$ cat src/rtl/sar_pkg.sv
package sar_pkg;

    localparam int SAMPLE_W = 24;
    localparam int LEN_W    = 5;

    typedef enum logic [1:0] {
        FMT_RIGHT = 2'd0,
        FMT_LEFT  = 2'd1,
        FMT_I2S   = 2'd2
    } frame_fmt_e;

    typedef struct packed {
        frame_fmt_e          fmt;
        logic [LEN_W-1:0]    wlen;
        logic                reserved;
        logic                left_on_high;
    } rx_cfg_t;

    // Select code layout: {width1, width0, i2s}
    function automatic rx_cfg_t decode_select(input logic [2:0] code);
        rx_cfg_t c;
        c.fmt          = FMT_RIGHT;
        c.wlen         = LEN_W'(24);
        c.reserved     = 1'b0;
        c.left_on_high = 1'b1;
        case (code)
            3'b000: c.wlen = LEN_W'(16);
            3'b010: c.wlen = LEN_W'(20);
            3'b100: c.wlen = LEN_W'(24);
            3'b110: c.fmt  = FMT_LEFT;
            3'b001: begin
                c.fmt          = FMT_I2S;
                c.wlen         = LEN_W'(16);
                c.left_on_high = 1'b0;
            end
            3'b011: begin
                c.fmt          = FMT_I2S;
                c.left_on_high = 1'b0;
            end
            default: begin
                c.reserved     = 1'b1;
                c.left_on_high = 1'b0;
            end
        endcase
        return c;
    endfunction

    // Move the low wlen bits of raw to the top of the sample, zero below.
    function automatic logic [SAMPLE_W-1:0] justify_word(
        input logic [SAMPLE_W-1:0] raw,
        input logic [LEN_W-1:0]    wlen
    );
        logic [LEN_W-1:0] sh;
        sh = LEN_W'(SAMPLE_W) - wlen;
        return raw << sh;
    endfunction

endpackage

$ cat src/rtl/sar_mode_decode.sv
module sar_mode_decode
    import sar_pkg::*;
(
    input  logic          clk,
    input  logic          rst,
    input  logic [2:0]    sel_i,
    output rx_cfg_t       cfg_o,
    output logic          err_o
);

    rx_cfg_t cfg_q;
    logic    err_q;

    // The configuration loads even in reset, so it is valid on release.
    always_ff @(posedge clk) begin
        cfg_q <= decode_select(sel_i);
    end

    always_ff @(posedge clk) begin
        if (rst) err_q <= 1'b0;
        else     err_q <= cfg_q.reserved;
    end

    assign cfg_o = cfg_q;
    assign err_o = err_q;

endmodule

$ cat src/rtl/sar_frame_tracker.sv
module sar_frame_tracker #(
    parameter int CNT_W = 6
) (
    input  logic             clk,
    input  logic             rst,
    input  logic             lrclk_i,
    output logic             edge_o,
    output logic             prev_level_o,
    output logic [CNT_W-1:0] idx_o
);

    localparam logic [CNT_W-1:0] POS_MAX = '1;

    logic             lr_q;
    logic [CNT_W-1:0] pos_q;
    logic [CNT_W-1:0] idx;
    logic             edge_now;

    assign edge_now = (lrclk_i != lr_q);
    assign idx      = edge_now ? '0 : pos_q;

    always_ff @(posedge clk) begin
        if (rst) begin
            lr_q  <= lrclk_i;
            pos_q <= POS_MAX;
        end else begin
            lr_q  <= lrclk_i;
            pos_q <= (idx == POS_MAX) ? POS_MAX : idx + CNT_W'(1);
        end
    end

    assign edge_o       = edge_now;
    assign prev_level_o = lr_q;
    assign idx_o        = idx;

    // bit index restarts at the word clock edge and counts up after it
    a_r4_index_after_edge: assert property (@(posedge clk) disable iff (rst)
        (edge_o && !$past(rst)) |=> (idx_o == CNT_W'(1) || edge_o));

endmodule

$ cat src/rtl/sar_word_extract.sv
module sar_word_extract
    import sar_pkg::*;
#(
    parameter int CNT_W = 6
) (
    input  logic                clk,
    input  logic                rst,
    input  rx_cfg_t             cfg_i,
    input  logic                sdata_i,
    input  logic                lrclk_i,
    input  logic                edge_i,
    input  logic                prev_level_i,
    input  logic [CNT_W-1:0]    idx_i,
    output logic                cap_o,
    output logic                cap_left_o,
    output logic [SAMPLE_W-1:0] word_o
);

    logic [SAMPLE_W-1:0] sr_q;
    logic [SAMPLE_W-1:0] raw;
    logic [CNT_W-1:0]    tgt;
    logic                is_i2s;
    logic                level;
    logic                cap;

    always_ff @(posedge clk) begin
        if (rst) sr_q <= '0;
        else     sr_q <= {sr_q[SAMPLE_W-2:0], sdata_i};
    end

    assign is_i2s = (cfg_i.fmt == FMT_I2S);
    // LSB position in the slot: wlen-1, shifted by one for I2S framing.
    assign tgt = CNT_W'(cfg_i.wlen) - CNT_W'(1) + CNT_W'(is_i2s);

    always_comb begin
        if (cfg_i.fmt == FMT_RIGHT) begin
            // Slot just ended: history already holds its last bits.
            cap   = edge_i;
            raw   = sr_q;
            level = prev_level_i;
        end else begin
            cap   = (idx_i == tgt);
            raw   = {sr_q[SAMPLE_W-2:0], sdata_i};
            level = lrclk_i;
        end
    end

    assign cap_o      = cap;
    assign cap_left_o = cfg_i.left_on_high ? level : ~level;
    assign word_o     = cfg_i.reserved ? '0 : justify_word(raw, cfg_i.wlen);

    // counted captures never fall on a word clock edge
    a_r5_capture_off_edge: assert property (@(posedge clk) disable iff (rst)
        (cap_o && cfg_i.fmt != FMT_RIGHT) |-> !edge_i);

endmodule

$ cat src/rtl/ser_audio_rx.sv
module ser_audio_rx
    import sar_pkg::*;
#(
    parameter int CNT_W = 6
) (
    input  logic                clk,
    input  logic                rst,
    input  logic                lrclk_i,
    input  logic                sdata_i,
    input  logic [2:0]          sel_i,
    output logic [SAMPLE_W-1:0] left_o,
    output logic [SAMPLE_W-1:0] right_o,
    output logic                pair_valid_o,
    output logic                sel_err_o
);

    rx_cfg_t             cfg;
    logic                err;
    logic                edge_w;
    logic                prev_level;
    logic [CNT_W-1:0]    idx;
    logic                cap;
    logic                cap_left;
    logic [SAMPLE_W-1:0] word;

    logic [SAMPLE_W-1:0] left_hold_q;
    logic                left_seen_q;
    logic [SAMPLE_W-1:0] left_q;
    logic [SAMPLE_W-1:0] right_q;
    logic                valid_q;

    sar_mode_decode u_decode (
        .clk   (clk),
        .rst   (rst),
        .sel_i (sel_i),
        .cfg_o (cfg),
        .err_o (err)
    );

    sar_frame_tracker #(.CNT_W(CNT_W)) u_track (
        .clk          (clk),
        .rst          (rst),
        .lrclk_i      (lrclk_i),
        .edge_o       (edge_w),
        .prev_level_o (prev_level),
        .idx_o        (idx)
    );

    sar_word_extract #(.CNT_W(CNT_W)) u_extract (
        .clk          (clk),
        .rst          (rst),
        .cfg_i        (cfg),
        .sdata_i      (sdata_i),
        .lrclk_i      (lrclk_i),
        .edge_i       (edge_w),
        .prev_level_i (prev_level),
        .idx_i        (idx),
        .cap_o        (cap),
        .cap_left_o   (cap_left),
        .word_o       (word)
    );

    always_ff @(posedge clk) begin
        if (rst) begin
            left_hold_q <= '0;
            left_seen_q <= 1'b0;
            left_q      <= '0;
            right_q     <= '0;
            valid_q     <= 1'b0;
        end else begin
            valid_q <= 1'b0;
            if (cap && cap_left) begin
                left_hold_q <= word;
                left_seen_q <= 1'b1;
            end else if (cap && left_seen_q) begin
                left_q      <= left_hold_q;
                right_q     <= word;
                valid_q     <= 1'b1;
                left_seen_q <= 1'b0;
            end
        end
    end

    assign left_o       = left_q;
    assign right_o      = right_q;
    assign pair_valid_o = valid_q;
    assign sel_err_o    = err;

    // outputs are clear in the first cycle after reset
    a_r1_reset_clear: assert property (@(posedge clk) disable iff (rst)
        $fell(rst) |-> (!pair_valid_o && !sel_err_o && left_o == '0 && right_o == '0));

    // a pair strobe lasts a single cycle
    a_r7_strobe_single: assert property (@(posedge clk) disable iff (rst)
        pair_valid_o |=> !pair_valid_o);

    // a right word without a left partner raises no strobe
    a_r7_orphan_right: assert property (@(posedge clk) disable iff (rst)
        (cap && !cap_left && !left_seen_q) |=> !pair_valid_o);

    // pairs delivered under a reserved code are zero
    a_r8_reserved_zero: assert property (@(posedge clk) disable iff (rst)
        (pair_valid_o && sel_err_o) |-> (left_o == '0 && right_o == '0));

    // bits below the selected word length are zero
    a_r3_low_bits_zero: assert property (@(posedge clk) disable iff (rst)
        (pair_valid_o && !$past(rst)) |->
            (SAMPLE_W'(left_o << $past(cfg.wlen)) == '0 &&
             SAMPLE_W'(right_o << $past(cfg.wlen)) == '0));

endmodule

$ cat config.mk
export PLATFORM = sky130hd
export DESIGN_NAME = ser_audio_rx
export DESIGN_NICKNAME = d
export VERILOG_FILES = /design/src/rtl/sar_pkg.sv /design/src/rtl/sar_mode_decode.sv /design/src/rtl/sar_frame_tracker.sv /design/src/rtl/sar_word_extract.sv /design/src/rtl/ser_audio_rx.sv
export SDC_FILE = /design/constraint.sdc
export NUM_CORES = 1
export LEC_CHECK = 0
export ABC_AREA = 1
export CORE_MARGIN = 4
export CORE_UTILIZATION = 52
export DETAILED_ROUTE_END_ITERATION = 6
export PLACE_DENSITY = 0.81
export SYNTH_ARGS = -nofsm -noshare
export SYNTH_HDL_FRONTEND = slang
export SYNTH_HIERARCHICAL = 1
export SYNTH_SLANG_ARGS = --single-unit
$ cat constraint.sdc
create_clock -name clk -period 2.4 [get_ports clk]
set_clock_uncertainty 0.05 [all_clocks]
set_input_delay 0.6 -clock clk [delete_from_list [all_inputs] [get_ports clk]]
set_output_delay 0.6 -clock clk [all_outputs]
set_load 0.02 [all_outputs]
==> run_results.csv, run 1 <==
group,metric,value,unit
yosys,number_of_flops_mapped_to_enable_cells_by_yosys,0,
cts,cts_max_path_buffers,2,
detailed_routing,detail_route.drc_violations,0,
yosys,postSynthCellCount,948,
cts,ctsHoldBuffers,0,
pwr,pwr-share-seq,0.426,
setup_path,worst_path_max_delay_cell,"dfxtp_1",
floorplanning,floorplan.initialDensity,0.5416,
grt,wire_length_of_the_first_global_routing_pass,24.88,mm
pwr,power.static_leakage,0.003664,uW
run,cap_violations,0,
yosys,mux_cell_area_share_after_synthesis,0.001675,
grt,grt_start_max_net_pins,34,
cells_and_area,layout-drive-gt1-share,0.09443,
cts,cts.clk_slew.worst_paths,0.07,ns
cts,cts_num_sinks,112,
grt,grtUsageMet2,0.3920,
floorplanning,dieArea,13270,um^2
timing,layout_worst_path_cycle_share,0.9723,
min_path,min-delay-path-class,"flop to flop",
detailed_routing,drt_wl_total,15.49,mm
setup_path,crit_path_max_fanout,16,
timing,grt_setup_unrepaired,"yes",
setup_path,worstSetupStartpointType,"flop",
cells_and_area,final.fill_count,896,
cts,clk_tree_root_cell,"clkbuf_16",
placed_design,gp_congestion,0.9515,
yosys,postSynthRegisterBits,112,
grt,gr-total-overflow,0,
setup_path,cp.arrival,2.53,ns
yosys,post_synth_xor_area_fraction,0.02660,
timing,hold_fails_final_rpt,0,
cells_and_area,layout_net_count,1011,
run_status,outcome,"completed",
floorplanning,die_x,115.2,um
detailed_routing,first_pass_iteration_count_of_the_detailed_router,5,
timing,layout_min_cycle_time,2.333,ns
timing,achievable-frequency,0.4285,GHz
floorplanning,placeableCoreArea,11030,um^2
cells_and_area,fin_area,7282,um^2
yosys,post_synthesis_simple_gate_area_fraction,0.4260,
grt,gr_met1_demand_resource,0.2939,
grt,antenna_violations_before_repair,0,
yosys,synth.avg_cell_area,6.302,um^2
detailed_routing,detail_route.wl_per_cell,13.52,um
pwr,pwr-share-comb,0.223,
detailed_routing,ant_nets,0,
floorplanning,die_h,115.2,um
detailed_routing,vias_per_cell,5.182,
yosys,post_synth_fa_ha_maj_area_fraction,0.006283,
floorplanning,ioPinCount,57,
pwr,netSwitchingFraction,0.3080,
grt,track_usage,0.2310,
grt,groute.layer.met3.usage,0.04474,
grt,grt_busiest_layer,"met2",
setup_path,critical_path_class,"flop to flop",
cts,clk-insertion-delay-late,0.35,ns
yosys,sequential_to_total_area_share_from_yosys_stat,0.3753,
pwr,proportion_of_power_drawn_by_the_clock_network,0.351,
placed_design,post_dp_cell_area,6688,um^2
detailed_routing,drtIter0Drc,598,
yosys,synth.cell_area,5974,um^2
cts,htreeDepth,3,
yosys,dominantRegCellSynth,"dfxtp_1",
timing,fin_setup_tns,0,ns
yosys,synth-async-reset-ratio,0,
yosys,synth_top_area_cell,"dfxtp_1",
cts,tritoncts_clock_tree,"built",
cells_and_area,finalNonFillerCells,1146,
placed_design,hpwlAfterDp,10.15,mm
yosys,synth_top_family_by_area,"simple AND/OR/NAND/NOR gates",
placed_design,placed_cells_incl_taps,1122,
cells_and_area,antenna_cells_inserted,0,
cells_and_area,post_synthesis_to_final_layout_area_growth,21.88,%
pwr,internal_power_consumption,3271,uW
timing,report.final.setup_viol,0,
setup_path,crit_chain,"inv_2 -> nand2_2 -> ha_4 -> nand3_1 -> xor2_1 -> xor2_1 -> inv_1 -> nand4_1 -> nand2_2 -> buf_6 -> nand3_4 -> buf_12 -> buf_16 -> nor2_1 -> nor2_1",
setup_path,worst_stage_delay_on_the_critical_path,0.36,ns
pwr,vdd_ir_drop_max,0.5950,mV
yosys,synth_warnings,6,
timing,transition_time_of_the_tightest_slew_check_pin,0.5108,ns
setup_path,cp.required,2.59,ns
detailed_routing,dr_total_vias,5938,
cts,tritoncts.num_buffers,9,
placed_design,numPortBuffers,56,
floorplanning,number_of_standard_cell_rows_in_the_floorplan,38,
yosys,synth.distinct_cells,36,
grt,first_global_vias,5300,
timing,slew_headroom,0.6595,
setup_path,critical_path.endpoint_type,"flop",
yosys,synth_compound_gate_area_share,0.04901,
pwr,netSwitchingPower,1456,uW
timing,slew_viol_final,0,
pwr,power_density,649.2,nW/um^2
yosys,synth_largest_type_area_fraction,0.3753,
yosys,synth_top_cells_by_area,"dfxtp_1 (38%), nand2_1 (16%), nor2_1 (12%)",
## kinds of logic (layout without fill, tap and decap cells)
| logic type | Yosys count | count (layout) |
|---|---|---|
| XOR/XNOR | 13 | 13 |
| AO/OA/AOI/OAI | 54 | 54 |
| other | 2 | 3 |
| adder cells (fa/ha/maj) | 3 | 3 |
| buffers and inverters | 158 | 215 |
| AND/OR/NAND/NOR | 605 | 605 |
| multiplexers | 1 | 1 |
| flip-flops | 112 | 112 |
## sequential cells by signal (all words and copies together) (netlist names)
| name | flops |
|---|---|
| u_track/pos_q | 6 |
| right_o | 24 |
| u_decode/cfg_o | 6 |
| u_extract/sr_q | 24 |
| u_track/prev_level_o | 1 |
| pair_valid_o | 1 |
| left_hold_q | 24 |
| left_o | 24 |
| left_seen_q | 1 |
| u_decode/err_o | 1 |
## power by group through the flow
stage / Sequential, uW / Combinational [uW] / Clock, uW
CTS: 2010 / 990 / 1680
finish: 2010 / 1060 / 1660
global route: 2020 / 1170 / 1740
detailed placement: 2050 / 962 / 0
floorplan: 2070 / 687 / 0
global placement: 2050 / 950 / 0
## cell usage after synthesis, types with 6 or more instances
cell	number
o21ai_0	34
dfxtp_1	112
inv_2	6
nand3_1	141
xor2_1	7
clkbuf_1	18
nand2_1	250
inv_1	100
buf_2	14
nor2_1	195
buf_4	13
a21oi_1	15
## final cells by class
cell class / instances / area (um^2) / share of cell area
sequential: 112 / 2243 / 0.3081
clock inverter: 7 / 112.6 / 0.01546
inverter: 109 / 414.1 / 0.05687
timing repair buffer: 90 / 979.7 / 0.1345
multi-input combinational: 679 / 3132 / 0.4301
clock buffer: 9 / 225.2 / 0.03093
tap: 140 / 175.2 / 0.02405
## routing by layer
metal,part of all wire,up-vias,wire (um)
met2,0.48,220,7461
met3,0.070,31,1087
met1,0.43,2655,6590
met5,0,-,0
met4,0.023,0,353
li1,-,3032,-
## cell usage in the layout (no fill, tap or decap), types with 2 or more instances in the layout
cell type	count
nand2_1	243
xnor2_2	2
nor2_2	6
inv_1	99
inv_4	2
conb_1	3
buf_12	4
nand3_1	141
nand4_1	2
clkbuf_16	11
buf_16	2
nand2_2	11
inv_2	7
ha_4	2
nand3_4	2
buf_4	21
xnor2_1	2
xor2_1	7
a21oi_1	14
buf_6	3
bufinv_16	2
nor2_1	191
o211ai_1	3
nand2_4	2
o21ai_0	33
dfxtp_1	111
clkdlybuf4s50_1	55
nand3b_1	3
xor2_4	2
## worst max-delay path: cells and delay by family (launching register included)
kind	cells	cell delay [ns]
adder cells (fa/ha/maj)	1	0.15
XOR/XNOR	2	0.35
AND/OR/NAND/NOR	7	0.76
flip-flops	1	0.36
buffers and inverters	5	0.55
## stage by stage
step / total power, uW / setup slack [ns] / hold slack [ns] / util
global placement: 3003 / -0.4482 / 0.3740 / 0.6063
global route: 4933 / -0.04326 / 0.4150 / 0.6602
finish: 4727 / 0.06654 / 0.3915 / 0.6602
detailed placement: 3016 / -0.4907 / 0.3829 / 0.6063
floorplan: 2761 / 0.09362 / 0.3663 / -
CTS: 4678 / 0.01420 / 0.3953 / 0.6487
## final timing paths
| kind | slack, ns | start | cells past startpoint | endpoint |
|---|---|---|---|---|
| min | 0.39 | u_extract/sr_q[5] | 2 | u_extract/sr_q[6] |
| max reg2reg | 0.07 | u_decode/cfg_o[7] | 15 | left_o[23] |
| min reg2reg | 0.39 | u_extract/sr_q[5] | 2 | u_extract/sr_q[6] |
| max | 0.07 | u_decode/cfg_o[7] | 15 | left_o[23] |
## timing repair
item                                    in CTS  in global routing
endpoints found under the setup margin      73                 73
pin swaps                                    3                 10
resized for setup                            8                 22
setup buffers                                2                  1
gates cloned                                 3                  2
No activity file was read; power rests on OpenSTA's default activity.
==> run 2, diff against run 1 <==
--- a/constraint.sdc
+++ b/constraint.sdc
@@ -3,3 +3,3 @@
 set_input_delay 0.6 -clock clk [delete_from_list [all_inputs] [get_ports clk]]
 set_output_delay 0.6 -clock clk [all_outputs]
-set_load 0.02 [all_outputs]
+set_load 0.01 [all_outputs]
==> results of run 2 <==
The final DEF is identical to that of run 1. Status: completed.
Main changes from that run: total power 4727 uW -> 4705 uW; worst IR drop on VDD 0.5950 mV -> 0.5946 mV
